===== src/rtl/ctl_unlock_pkg.sv =====
package ctl_unlock_pkg;

    localparam int WORD_W = 32;
    localparam int RLD_W  = 16;
    localparam int PW_W   = 8;
    localparam int KEY_W  = 4;

    localparam logic [KEY_W-1:0] FIXED_KEY    = 4'hF;
    localparam logic [1:0]       GUARD_OPEN   = 2'b01;
    localparam logic [1:0]       GUARD_COMMIT = 2'b10;

    // bus word layout, MSB first
    typedef struct packed {
        logic [RLD_W-1:0] reload;
        logic [PW_W-1:0]  pw;
        logic [KEY_W-1:0] key;     // fixed key on open, bit 0 = prescaler on commit
        logic             off;
        logic             eoi;
        logic [1:0]       guard;
    } ctl_word_t;

    typedef struct packed {
        logic [RLD_W-1:0] reload;
        logic [PW_W-1:0]  pw;
        logic             presc;
        logic             off;
        logic             eoi;
    } ctl_state_t;

    typedef enum logic [1:0] {
        WK_IDLE,
        WK_OPEN,
        WK_COMMIT,
        WK_FAULT
    } wr_kind_e;

    function automatic logic open_ok(ctl_word_t w, logic [PW_W-1:0] cur);
        return (w.key == FIXED_KEY) && (w.pw == cur) && (w.guard == GUARD_OPEN);
    endfunction

    function automatic logic commit_ok(ctl_word_t w);
        return w.guard == GUARD_COMMIT;
    endfunction

    function automatic ctl_state_t take_fields(ctl_word_t w);
        ctl_state_t s;
        s.reload = w.reload;
        s.pw     = w.pw;
        s.presc  = w.key[0];
        s.off    = w.off;
        s.eoi    = w.eoi;
        return s;
    endfunction

    function automatic ctl_state_t reset_state(logic [PW_W-1:0] pw0);
        ctl_state_t s;
        s        = '0;
        s.pw     = pw0;
        return s;
    endfunction

endpackage


===== src/rtl/ctl_unlock_classify.sv =====
module ctl_unlock_classify
    import ctl_unlock_pkg::*;
(
    input  logic                wr_en,
    input  ctl_word_t           word,
    input  logic                win_open,
    input  logic [PW_W-1:0]     cur_pw,
    output wr_kind_e            kind
);
    always_comb begin
        kind = WK_IDLE;
        if (wr_en) begin
            if (win_open) begin
                kind = commit_ok(word) ? WK_COMMIT : WK_FAULT;
            end else begin
                kind = open_ok(word, cur_pw) ? WK_OPEN : WK_FAULT;
            end
        end
    end
endmodule


===== src/rtl/ctl_unlock_window.sv =====
module ctl_unlock_window #(
    parameter int WINDOW = 16
) (
    input  logic clk,
    input  logic rst,
    input  logic arm,
    input  logic close,
    output logic open
);
    localparam int CW = $clog2(WINDOW + 1);

    logic [CW-1:0] cnt;

    always_ff @(posedge clk) begin
        if (rst) begin
            cnt <= '0;
        end else if (close) begin
            cnt <= '0;
        end else if (arm) begin
            cnt <= CW'(WINDOW);
        end else if (cnt != '0) begin
            cnt <= cnt - CW'(1);
        end
    end

    assign open = (cnt != '0);
endmodule


===== src/rtl/ctl_unlock_fields.sv =====
module ctl_unlock_fields
    import ctl_unlock_pkg::*;
#(
    parameter logic [PW_W-1:0] RESET_PW = '0
) (
    input  logic       clk,
    input  logic       rst,
    input  logic       load,
    input  ctl_word_t  word,
    output ctl_state_t state
);
    always_ff @(posedge clk) begin
        if (rst) begin
            state <= reset_state(RESET_PW);
        end else if (load) begin
            state <= take_fields(word);
        end
    end
endmodule


===== src/rtl/ctl_unlock.sv =====
module ctl_unlock
    import ctl_unlock_pkg::*;
#(
    parameter int              WINDOW   = 16,
    parameter logic [PW_W-1:0] RESET_PW = '0
) (
    input  logic              clk,
    input  logic              rst,
    input  logic              wr_en,
    input  logic [WORD_W-1:0] wr_data,
    output logic              end_init_o,
    output logic [RLD_W-1:0]  reload_o,
    output logic              presc_sel_o,
    output logic              wd_off_o,
    output logic              access_err_o,
    output logic              service_o
);
    ctl_word_t  word;
    ctl_state_t state;
    wr_kind_e   kind;
    logic       win_open;
    logic [PW_W-1:0] cur_pw;
    logic       err_q;
    logic       svc_q;

    assign word   = ctl_word_t'(wr_data);
    assign cur_pw = state.pw;

    ctl_unlock_classify u_classify (
        .wr_en    (wr_en),
        .word     (word),
        .win_open (win_open),
        .cur_pw   (cur_pw),
        .kind     (kind)
    );

    ctl_unlock_window #(.WINDOW(WINDOW)) u_window (
        .clk   (clk),
        .rst   (rst),
        .arm   (kind == WK_OPEN),
        .close ((kind == WK_COMMIT) || (kind == WK_FAULT)),
        .open  (win_open)
    );

    ctl_unlock_fields #(.RESET_PW(RESET_PW)) u_fields (
        .clk   (clk),
        .rst   (rst),
        .load  (kind == WK_COMMIT),
        .word  (word),
        .state (state)
    );

    always_ff @(posedge clk) begin
        if (rst) begin
            err_q <= 1'b0;
            svc_q <= 1'b0;
        end else begin
            err_q <= (kind == WK_FAULT);
            svc_q <= (kind == WK_COMMIT);
        end
    end

    assign end_init_o   = state.eoi;
    assign reload_o     = state.reload;
    assign presc_sel_o  = state.presc;
    assign wd_off_o     = state.off;
    assign access_err_o = err_q;
    assign service_o    = svc_q;
endmodule


===== config.mk =====
export PLATFORM = sky130hd
export DESIGN_NAME = ctl_unlock
export DESIGN_NICKNAME = d
export VERILOG_FILES = /design/src/rtl/ctl_unlock_pkg.sv /design/src/rtl/ctl_unlock_classify.sv /design/src/rtl/ctl_unlock_window.sv /design/src/rtl/ctl_unlock_fields.sv /design/src/rtl/ctl_unlock.sv
export SDC_FILE = /design/constraint.sdc
export NUM_CORES = 1
export LEC_CHECK = 0
export BUFFER_PORTS_ARGS = -buffer_cell sky130_fd_sc_hd__buf_2
export CAP_MARGIN = 20
export CORE_ASPECT_RATIO = 1.75
export CORE_MARGIN = 2
export CORE_UTILIZATION = 50
export CTS_BUF_LIST = sky130_fd_sc_hd__clkbuf_4
export DETAILED_ROUTE_END_ITERATION = 7
export HOLD_SLACK_MARGIN = 0.12
export PLACE_DENSITY = 0.81
export SYNTH_ARGS = -nofsm -noshare
export SYNTH_HDL_FRONTEND = slang
export SYNTH_SLANG_ARGS = --single-unit

===== constraint.sdc =====
create_clock -name clk -period 3.1 [get_ports clk]
set_input_delay 0.155 -clock clk [delete_from_list [all_inputs] [get_ports clk]]
set_output_delay 0.155 -clock clk [all_outputs]
set_load 0.1 [all_outputs]

==> results by group <==
Synth
  • Commonest cells in the netlist: 56 x nand2_1, 34 x dfxtp_1, 27 x a21oi_1
  • Area share of the largest cell type after synthesis: 0.459
  • Synth Register Bits: 34
  • Synth Warn #: 0
  • Mean post-synth cell area: between 8 and 9 um^2
  • Async SR Flop Fraction: 0
  • Number of enable flip-flop cells after synthesis: 0
  • Area leader, netlist: dfxtp_1
  • Synth Flop Type: dfxtp_1
  • Sequential area share after synthesis: 0.459
  • Synth cell types: 25
  • Post-Syn Area: 1480 um^2
  • Synthesized Nets: roughly 220
  • Post-Synthesis Cells: between 150 and 200
  • Top post-synthesis cells by area: dfxtp_1 46%, nand2_1 14%, a21oi_1 9.1%, buf_4 8.1%, xnor2_1 5.9%
  • Most common cell in the synthesized netlist: nand2_1

Drt
  • DRC: 0
  • Vias: ~1,400
  • Metal3 WL: ~170 um
  • Vias per std cell: 4.97
  • Top sig layer: met4
  • WL met2: 1880 um
  • Final WL: between 3000 and 4000 um
  • DRT antenna net count: 0
  • DR WL/cell: 12.6 um
  • Starting DRT DRC Count: 30
  • DRT Pass-1 Iters: 4
  • Metal-1 WL: ~1300 um

Worst setup path
  • Crit path capture type: flip-flop
  • Reg2reg end: u_window.cnt[4]
  • CP Class: flip-flop to flip-flop
  • Crit path arrival time: between 2 and 3 ns
  • R2R Path Start: u_window.cnt[0]
  • Req. time, crit path: about 3.4 ns
  • Startpoint types: flip-flop
  • R2R depth: 6
  • Worst-path fanout max: 8
  • CP endpoint: u_window.cnt[4]
  • Critical Path Start: u_window.cnt[0]
  • R2r setup slk: about 0.77 ns

Clock tree
  • Reg clk slew, reported paths: 0.11 ns
  • Postcts setup bufs: 0
  • Clk sinks: 34
  • CTS Buffer Depth: 2
  • H-tree depth: 2
  • Clk_lat worst skew: 0.33 ns
  • CTS tree: built
  • CTS root buffer: clkbuf_4
  • Inserted Clock Buffers: 5

STA
  • Setup tns final: 0 ns
  • Slew HR: 0.372
  • Minimum clock period: roughly 2.3 ns
  • Final Hold Viols: 0
  • Max frequency: ~430 MHz
  • Clk_skew: 0.00966 ns
  • Actual slew at the worst max-slew pin: ~0.94 ns
  • Fin. max-slew vios: 0
  • Worst hold margin: about 0.16 ns
  • Final worst path period share: 0.751
  • Final setup vio count: 0
  • RSZ-0062 raised after global routing: no

Global routing
  • First-pass GRT wire length: roughly 5500 um
  • Initial antenna violation count: 0
  • Largest net degree at the start of global routing: 34
  • Grt total ovfl: 0
  • Vias in the first global route: 1,268
  • Overall Global Routing Usage: 0.217

Power and ir drop
  • Clock share of power: 0.222
  • Switching Power: 0.389 mW
  • Total power divided by cell area: 542 nW/um^2
  • Switching Fraction: 0.362
  • Share of power burned in registers: 0.458
  • Combinational share of power: 0.321
  • Internal Dissipation: about 0.68 mW
  • Leakage power total: about 0.83 nW
  • Maximum VDD drop: between 400 and 500 uV

Worst hold path
  • Hold path depth: 3
  • HP Class: primary input to flip-flop

Floorplanning
  • Initial core utilization: 0.517
  • Ports: 56
  • Die width: 45.1 um
  • Die area: around 3400 um^2
  • Core ar.: ~2900 um^2
  • Site Rows: 26
  • Die Y-Extent: around 76 um

Cells and area
  • Final Cell Area: just under 2000 um^2
  • Antenna Cells: 0
  • Final nets: approximately 280
  • Share of layout cells above drive strength 1: 0.263
  • Area growth, synth to finish: 33.5%

Place
  • Port bufs: 55
  • DP Area: between 1500 and 2000 um^2
  • Gpl congestion: 0.818
  • Final HPWL DP: around 2000 um

Job
  • Max_cap viols: 0

Status
  • Status: finished, final reports clean
-- kinds of logic (layout without fill, tap and decap cells) --
group / count (synthesis) / count (layout) / share of synthesized area
flops: 34 / 34 / 0.459
fa+ha+maj: 2 / 2 / 0.0169
simple gates: 76 / 76 / 0.231
xor+xnor: 11 / 11 / 0.0650
compound gates: 30 / 30 / 0.118
buf+inv: 27 / 94 / 0.110
-- registers in the layout, indices dropped and copies added, names as in the netlist --
register        flops
access_err_o        1
u_fields.state     27
service_o           1
u_window.cnt        5
-- worst min path at each step --
stage           startpoint            endpoint  slack (ns)
6_report        wr_data[1]           service_o        0.16
5_1_grt         wr_data[1]           service_o        0.17
4_1_cts         wr_data[1]           service_o        0.15
3_5_place_dp   wr_data[27]  u_fields.state[22]        0.40
3_3_place_gp   wr_data[17]  u_fields.state[12]        0.39
2_1_floorplan        wr_en     u_window.cnt[0]        0.23
-- area by class of cell --
cell class                 instances  area [um^2]
fill                             252          885
sequential                        34          681
multi-input combinational        119          638
timing repair buffer              84          563
clock buffer                       6         45.0
tap                               28         35.0
clock inverter                     2         8.76
inverter                           2         7.51
-- power groups by stage --
stage	clock network, mW	logic (mW)	registers, mW
floorplan	0	0.242	0.524
global placement	0	0.311	0.500
detailed placement	0	0.314	0.501
CTS	0.245	0.342	0.491
global route	0.265	0.367	0.496
finish	0.238	0.344	0.491
-- worst max-delay path: stages, from the launching register on --
cell and delay, ns:
dfxtp_1 0.35, inv_1 0.08, ha_1 0.17, or4b_1 0.60, or4_4 0.61, o31ai_4 0.29
and3b_1 0.19
-- per-layer routing --
layer / track usage / vias to the layer above
met1: 0.225 / 602
met2: 0.374 / 50
met5: 0 / -
met3: 0.0521 / 11
met4: 0.115 / 0
li1: - / 704
-- layout by cell type, fill, tap and decap left out, types with 3 or more instances in the layout --
cell           synthesis  routed
nand2_1               56      56
nor3_1                 3       3
a21oi_1               27      27
nor2_1                 5       5
dfxtp_1               34      34
clkbuf_4               0       6
dlygate4sd3_1          0      28
buf_2                  1      55
xnor2_1               10      10
-- stage by stage --
step | cells | setup WS (ns) | total power, mW | util
after detailed placement | 239 | 0.808 | 0.816 | 0.574
final | 275 | 0.770 | 1.07 | 0.691
after floorplan | 180 | 0.966 | 0.766 | -
after global routing | 275 | 0.587 | 1.13 | 0.691
after CTS | 275 | 0.782 | 1.08 | 0.691
after global placement | 239 | 0.886 | 0.811 | 0.574
-- repair_timing --
item                                    4_1_cts  5_1_grt
endpoints found under the setup margin        0        0
hold buffers                                 28        0
gates resized for setup                       0        0
hold endpoints to repair                     29        0
No activity file was read; power rests on OpenSTA's default activity.
